**src/rtl/usec_pkg.sv**
```systemverilog
`timescale 1ns/1ps
package usec_pkg;
  localparam int FIELD_W = 8;
  localparam int CFG_W   = 2 * FIELD_W;
  localparam int ACC_W   = FIELD_W + 2;

  localparam logic [7:0] OFF_COUNT = 8'h10;
  localparam logic [7:0] OFF_CFG   = 8'h14;

  typedef struct packed {
    logic [FIELD_W-1:0] ticks_m1;
    logic [FIELD_W-1:0] clks_m1;
  } usec_cfg_t;

  typedef struct packed {
    logic             fire;
    logic [ACC_W-1:0] nxt;
  } step_t;

  function automatic logic [ACC_W-1:0] cfg_num(usec_cfg_t c);
    return ACC_W'(c.ticks_m1) + ACC_W'(1);
  endfunction

  function automatic logic [ACC_W-1:0] cfg_den(usec_cfg_t c);
    return ACC_W'(c.clks_m1) + ACC_W'(1);
  endfunction

  // one clock of the phase accumulator; at most one tick per clock
  function automatic step_t frac_step(logic [ACC_W-1:0] acc,
                                      logic [ACC_W-1:0] num,
                                      logic [ACC_W-1:0] den);
    step_t r;
    logic [ACC_W-1:0] sum;
    logic [ACC_W-1:0] rem;
    sum = acc + num;
    r.fire = 1'b0;
    r.nxt  = sum;
    if (sum >= den) begin
      r.fire = 1'b1;
      rem    = sum - den;
      r.nxt  = (rem >= den) ? '0 : rem;
    end
    return r;
  endfunction
endpackage

```
**src/rtl/usec_cfg_reg.sv**
```systemverilog
`timescale 1ns/1ps
module usec_cfg_reg
  import usec_pkg::*;
#(
  parameter int              ADDR_W  = 8,
  parameter logic [CFG_W-1:0] RST_CFG = 16'h000B
) (
  input  logic              clk,
  input  logic              rst_n,
  input  logic              wr_en,
  input  logic [ADDR_W-1:0] addr,
  input  logic [31:0]       wr_data,
  output usec_cfg_t         cfg_q,
  output logic              cfg_load
);
  assign cfg_load = wr_en && (addr == ADDR_W'(OFF_CFG));

  always_ff @(posedge clk) begin
    if (!rst_n)        cfg_q <= usec_cfg_t'(RST_CFG);
    else if (cfg_load) cfg_q <= usec_cfg_t'(wr_data[CFG_W-1:0]);
  end
endmodule

```
**src/rtl/usec_frac_gen.sv**
```systemverilog
`timescale 1ns/1ps
module usec_frac_gen
  import usec_pkg::*;
(
  input  logic             clk,
  input  logic             rst_n,
  input  usec_cfg_t        cfg_q,
  input  logic             cfg_load,
  output logic             fire_c,
  output logic [ACC_W-1:0] acc_q,
  output logic             tick_q
);
  step_t st;

  always_comb begin
    st     = frac_step(acc_q, cfg_num(cfg_q), cfg_den(cfg_q));
    fire_c = st.fire && !cfg_load;
  end

  always_ff @(posedge clk) begin
    if (!rst_n || cfg_load) begin
      acc_q  <= '0;
      tick_q <= 1'b0;
    end else begin
      acc_q  <= st.nxt;
      tick_q <= st.fire;
    end
  end
endmodule

```
**src/rtl/usec_counter.sv**
```systemverilog
`timescale 1ns/1ps
module usec_counter #(
  parameter int CNT_W = 32
) (
  input  logic             clk,
  input  logic             rst_n,
  input  logic             inc,
  output logic [CNT_W-1:0] count_q
);
  always_ff @(posedge clk) begin
    if (!rst_n)   count_q <= '0;
    else if (inc) count_q <= count_q + CNT_W'(1);
  end
endmodule

```
**src/rtl/usec_prescale_counter.sv**
```systemverilog
`timescale 1ns/1ps
module usec_prescale_counter
  import usec_pkg::*;
#(
  parameter int               ADDR_W  = 8,
  parameter int               CNT_W   = 32,
  parameter logic [CFG_W-1:0] RST_CFG = 16'h000B
) (
  input  logic              clk,
  input  logic              rst_n,
  input  logic              wr_en,
  input  logic [ADDR_W-1:0] addr,
  input  logic [31:0]       wr_data,
  output logic [31:0]       rd_data,
  output logic              tick_o
);
  usec_cfg_t        cfg_q;
  logic             cfg_load;
  logic             fire_c;
  logic [ACC_W-1:0] acc_q;
  logic             tick_q;
  logic [CNT_W-1:0] count_q;

  usec_cfg_reg #(.ADDR_W(ADDR_W), .RST_CFG(RST_CFG)) cfg_i (
    .clk(clk), .rst_n(rst_n), .wr_en(wr_en), .addr(addr),
    .wr_data(wr_data), .cfg_q(cfg_q), .cfg_load(cfg_load)
  );

  usec_frac_gen frac_i (
    .clk(clk), .rst_n(rst_n), .cfg_q(cfg_q), .cfg_load(cfg_load),
    .fire_c(fire_c), .acc_q(acc_q), .tick_q(tick_q)
  );

  usec_counter #(.CNT_W(CNT_W)) cnt_i (
    .clk(clk), .rst_n(rst_n), .inc(fire_c), .count_q(count_q)
  );

  assign tick_o = tick_q;

  always_comb begin
    rd_data = '0;
    if (addr == ADDR_W'(OFF_COUNT))    rd_data = 32'(count_q);
    else if (addr == ADDR_W'(OFF_CFG)) rd_data = 32'(cfg_q);
  end
endmodule

```
**config.mk**
```make
export PLATFORM = sky130hd
export DESIGN_NAME = usec_prescale_counter
export DESIGN_NICKNAME = d
export VERILOG_FILES = /design/src/rtl/usec_pkg.sv /design/src/rtl/usec_cfg_reg.sv /design/src/rtl/usec_frac_gen.sv /design/src/rtl/usec_counter.sv /design/src/rtl/usec_prescale_counter.sv
export SDC_FILE = /design/constraint.sdc
export NUM_CORES = 1
export LEC_CHECK = 0
export ABC_AREA = 0
export ABC_CLOCK_PERIOD_IN_PS = 6350
export BUFFER_PORTS_ARGS = -buffer_cell sky130_fd_sc_hd__buf_4
export CAP_MARGIN = 20
export CELL_PAD_IN_SITES_DETAIL_PLACEMENT = 1
export CELL_PAD_IN_SITES_GLOBAL_PLACEMENT = 2
export CORE_ASPECT_RATIO = 2
export CORE_MARGIN = 8
export CORE_UTILIZATION = 35
export CTS_CLUSTER_SIZE = 12
export DETAILED_ROUTE_END_ITERATION = 7
export PLACE_DENSITY = 0.87
export SLEW_MARGIN = 20
export SYNTH_ARGS = -nofsm -noshare
export SYNTH_HDL_FRONTEND = slang
export SYNTH_SLANG_ARGS = --single-unit
```
**constraint.sdc**
```tcl
create_clock -name clk -period 6.35 [get_ports clk]
set_input_delay 0.3175 -clock clk [delete_from_list [all_inputs] [get_ports clk]]
set_output_delay 0.3175 -clock clk [all_outputs]
set_load 0.005 [all_outputs]
```
# Word level (Yosys, flattened, before mapping)
# Index checks and enable logic that the tools add are counted.
# word_totals
ff_bits	59
in_bits	43
output_inout_bits	33
wordCells	23
# op_classes
add_sub_neg	5
magnitude_cmp	2
eq_ne	2
mux	4
n_reduce_logical	5
# ops
cell	count
$add A32 B1 Y32 const B	1
$mux W32	1
$ge A10 B10 Y1	2
$add A8 B1 Y9 const B	2
$eq A8 B5 Y1 const B	2
$mux W16	1
$mux W11	1
$add A10 B10 Y10	1
$mux W10	1
$sub A10 B10 Y10	1
$logic_and A1 B1 Y1	2
$logic_not A1 Y1	2
$logic_or A1 B1 Y1	1

# Logic depth before layout (Yosys ltp)
# logic_depth
word_depth	7
depth_mapped	19
mapped_depth_nobuf	19

# Modules after synthesis
# Synthesis repeated with hierarchy kept, for this count alone.
# unflattened
cells_unflattened	495
area_unflattened_um2	4265.3
# by_module_without_submodules
module	n_inst	cells_each	area_each_um2	seq_area_each_um2
usec_counter	1	176	1562.7	640.6
usec_frac_gen	1	170	1480.2	220.2
usec_cfg_reg	1	72	683.2	320.3
usec_prescale_counter	1	77	539.3	0.0

# Worst setup path after synthesis
# No wires, ideal clock.
# synth_timing
path_kind	reg2reg
startpoint	register, netlist name cfg_i.cfg_q[8]
endpoint	register frac_i.acc_q[0]
setup_ns	0.093
t_arrival_ns	4.088
required_time_ns	6.257
slack_ns	2.168
path_stages_with_launch	19
path_buffers	0
synth_period_minus_slack_ns	4.182
cell_sequence	dfxtp_1 > ha_1 > fa_1 > a21o_2 > a21oi_1 > o21bai_1 > a21oi_1 > xor2_1 > inv_1 > ha_1 > a21o_1 > a31oi_1 > xor2_1 > inv_1 > ha_1 > a21o_1 > a21oi_1 > nand4_1 > o32ai_1
# synth_between
elab_chain_cells	6
word_cells_on_any_way	7
# synth_rtl
element	line_no	rtl
$add A8 B1 Y9 *	usec_pkg.sv:21	return ACC_W'(c.ticks_m1) + ACC_W'(1);
$add A10 B10 Y10 *	usec_pkg.sv:35	sum = acc + num;
$sub A10 B10 Y10	usec_pkg.sv:40	rem = sum - den;
$ge A10 B10 Y1	usec_pkg.sv:41	r.nxt = (rem >= den) ? '0 : rem;
$mux W10	usec_pkg.sv:41	
$mux W11 *	usec_pkg.sv:38	if (sum >= den) begin
end signal: assignment	usec_frac_gen.sv:25	acc_q <= st.nxt;
end: declaration	usec_frac_gen.sv:10	output logic [ACC_W-1:0] acc_q,
# Mark *: on every way between the ends. The rest lies on a longest branch, timed or not.
# A chain may end at the register's enable or synchronous reset.

# Worst setup path in the final report
# layout_timing
startpoint	register, netlist name cfg_i.cfg_q[8]
endpoint	register frac_i.acc_q[1]
# layout_between
elab_chain_cells	6
word_cells_on_any_way	7
# layout_rtl
element	line_no
$add A8 B1 Y9 *	usec_pkg.sv:21
$add A10 B10 Y10 *	usec_pkg.sv:35
$sub A10 B10 Y10	usec_pkg.sv:40
$ge A10 B10 Y1	usec_pkg.sv:41
$mux W10	usec_pkg.sv:41
$mux W11 *	usec_pkg.sv:38
# Marked as above.

==> results.ini <==
[outcome]
outcome = finished clean

[setup_path]
critical_path_cell_by_cell = ha_1 -> fa_1 -> a21o_2 -> a21oi_1 -> o21bai_1 -> a21oi_1 -> xor2_1 -> inv_1 -> ha_1 -> a21o_1 -> a31oi_1 -> xor2_1 -> inv_1 -> ha_1 -> a21o_1 -> a21oi_1 -> nand4_1 -> o32ai_1
worst_flop_to_flop_path_startpoint = cfg_i.cfg_q[8]
cpLargestDelayFamily = compound AO/OA/AOI/OAI gates
worst-r2r-cell-count = 18
worst_ep_required_time_ps = 6570
timing.rr.end = frac_i.acc_q[1]
crit_slowest_cell = dfxtp_1
worst-endpoint-arrival_ps = 5270
largest_incremental_delay_on_the_critical_path_ps = 490
critical_path_buf_inv_count = 2
reg2reg_setup_slack_ps = 1300
worst_setup_start_kind = register
path_max_fanout = 9
kind_of_end_point_of_the_critical_path = register
critPathKind = reg2reg

[sta]
final_min_period_over_clock_period = 0.795
worst-slew-pin-transition_ps = 1100
min_period_ps = 5050
hold_viol_final = 0
fmax_mhz = 198
max-slew-margin-rel = 0.263
count_of_pins_over_their_slew_limit = 0
timing.final.setup_violations = 0
fin_setup_tns_ps = 0
clock-skew-final_ps = 8.13
grt_setup_unrepaired = false

[logic_synthesis]
synth_area_leaders = dfxtp_1 (27%), ha_1 (9.2%), nand2_1 (7.1%), mux2i_1 (6.7%), a21oi_1 (4.9%)
synthMostInstantiatedCell = nand2_1
synth.cell_area_um2 = 4360
post_synth_inst_count = 533
synth.yosys.warnings = 0
post_synthesis_async_set_or_reset_flop_share = 0
synth_nets = 610
synth.top_cell.area_share = 0.271
synth-main-ff-cell = dfxtp_1
synth_cell_types = 55
synth_enable_flop_cells = 0
postSynthAreaPerCell_um2 = 8.18
yosysSeqAreaShare = 0.271
postSynthRegisterBits = 59
synth_area_leader = dfxtp_1
yosys-top-cells-count = nand2_1 (82), dfxtp_1 (59), a21oi_1 (43)

[min_path]
hold_depth = 3
worstHoldEndpoint = cfg_i.cfg_q[3]
hp-class = in2reg
min_from = wr_data[3]

[cells_and_area]
filler_cell_count = 1497
layout-area-overhead-vs-synth_pct = 20.0
layout_cells_sized_above_1 = 0.159
design.final.nets = 658
num_antenna_cells = 0

[clock_network]
clock_tree_from_tritoncts = done
htree_num_levels = 3
cts_buffer_depth = 2
cts_num_sinks = 59
cts-hold-fix-buffers = 0
cell_chosen_for_the_clock_root = clkbuf_16
post_cts_resized = 0
worstSkewPairLatency_ps = 330
clock_slew_at_reported_path_ffs_ps = 60
post-cts-setup-buffer-count = 0
numCtsBuffers = 9

[floorplan]
vertical_die_dimension_um = 174
placementRows = 57
floorplan.initialDensity = 0.360
die-area_um2 = 16500
io-pin-count = 76
floorplan.die.width_um = 94.9
core_area_um2 = 12100

[place]
post-dp-hpwl_um = 10700
globalplace.congestion = 0.822
placement.io_buffers = 59

[grt]
gr-usage-met2 = 0.341
grt_use_met3 = 0.0282
global_route.peak_usage_layer = met2
grt_first_pass_wirelength_um = 22100
grt_pass1_vias = 4382
global_route.overflow_total = 0
antenna_found_initial = 0
grt_max_degree = 65
global_route.usage.met1 = 0.157
grt_util_all_layers = 0.171

[routing]
antenna_left = 0
detail_route.vias_per_cell = 5.59
drc_errors = 0
first_pass_iters = 4
drt_iter0_markers = 99
wl_cell_um = 18.4
vias = 4095
routed_wirelength_um = 13500

[power]
power.switching_fraction = 0.308
power.internal_uw = 906
leakage_nw = 2.13
power_frac_seq = 0.307
p_clk_frac = 0.421
peak_vdd_ir_uv = 148
p_sw_uw = 404
relative_contribution_of_combinational_cells_to_total_power = 0.272
power_density_nw_per_um2 = 250
total_power_mw = 1.31

[job]
max_cap_viol_count = 0

[area by class of cell]
cell class | count | area (um^2) | area share
Multi-Input combinational cell | 419 | 2960 | 0.566
Tap cell | 147 | 184 | 0.0352
Timing Repair Buffer | 59 | 443 | 0.0846
Sequential cell | 59 | 1180 | 0.226
Clock inverter | 3 | 68.8 | 0.0132
Inverter | 33 | 124 | 0.0237
Clock buffer | 13 | 270 | 0.0516
[through the flow]
step                instances  area [um^2]  setup WS, ps  utilization  hold WS (ps)
floorplan                 533         4360          2170            -           435
global placement          717         4890          1410        0.403           443
detailed placement        717         4890          1250        0.403           454
CTS                       733         5230          1220        0.431           194
global route              733         5230           901        0.432           219
finish                    733         5230          1300        0.432           202
[how the worst max path moves through the flow]
stage                         startpoint               to  slack, ps  cells past startpoint
final                     cfg_i.cfg_q[8]  frac_i.acc_q[1]       1300                     18
after floorplan           cfg_i.cfg_q[8]  frac_i.acc_q[0]       2170                     18
after global routing      cfg_i.cfg_q[8]  frac_i.acc_q[3]        900                     18
after CTS                 cfg_i.cfg_q[8]  frac_i.acc_q[2]       1220                     18
after detailed placement  cfg_i.cfg_q[8]  frac_i.acc_q[2]       1250                     18
after global placement    cfg_i.cfg_q[8]  frac_i.acc_q[2]       1410                     18
[cells in the final DEF, fill, tap and decap left out, types with 3 or more instances in the layout]
cell,netlist,routed
clkbuf_16,0,9
a211oi_1,7,7
and4_1,4,4
a21oi_1,43,43
buf_4,2,59
o21ai_0,8,7
clkbuf_8,0,3
o211ai_1,4,4
nand2_1,82,82
xnor2_1,16,16
a21boi_1,4,4
o32ai_1,9,9
inv_1,32,32
a22o_1,16,16
ha_1,32,32
and3_1,8,8
nand3_1,24,24
a21o_1,8,8
nor3_1,8,8
nand4_1,8,8
and2_1,18,18
xor2_1,10,10
mux2i_1,29,29
or3_1,3,3
o21bai_1,3,3
dfxtp_1,59,59
nor2_1,9,8
nand2b_1,26,26
a21boi_0,7,7
o21ai_2,3,3
[tightest hold or removal path: cells and delay by family]
kind                   cells  cell delay [ps]
AND/OR/NAND/NOR            2              110
buffers and inverters      1               80
[cells by family after synthesis]
family | count (synthesis) | synth area share
muxes | 30 | 0.0692
other | 1 | 0.000860
and+or+nand+nor | 197 | 0.232
xor gates and xnor gates | 26 | 0.0522
DFF | 59 | 0.271
adders and majority gates | 34 | 0.101
buffers and inverters | 55 | 0.0514
AOI/OAI and AO/OA | 131 | 0.222
[registers in the layout, summed over array words and instances, names as in the netlist]
signal,flops
frac_i.acc_q,10
cnt_i.count_q,32
cfg_i.cfg_q,16
frac_i.tick_q,1
[power by group through the flow]
stage                     clock network [mW]  registers [mW]  logic [mW]
after detailed placement                   0           0.410       0.358
after global placement                     0           0.409       0.347
after global routing                   0.579           0.404       0.399
after floorplan                            0           0.405       0.263
after CTS                              0.563           0.402       0.361
final                                  0.552           0.402       0.356
[routing by layer]
layer | vias up | wire length, um
met5 | - | 0
met4 | 0 | 380
met3 | 24 | 408
met2 | 58 | 7940
met1 | 2009 | 4790
li1 | 2004 | -
Power figures use the tool's default switching activity.
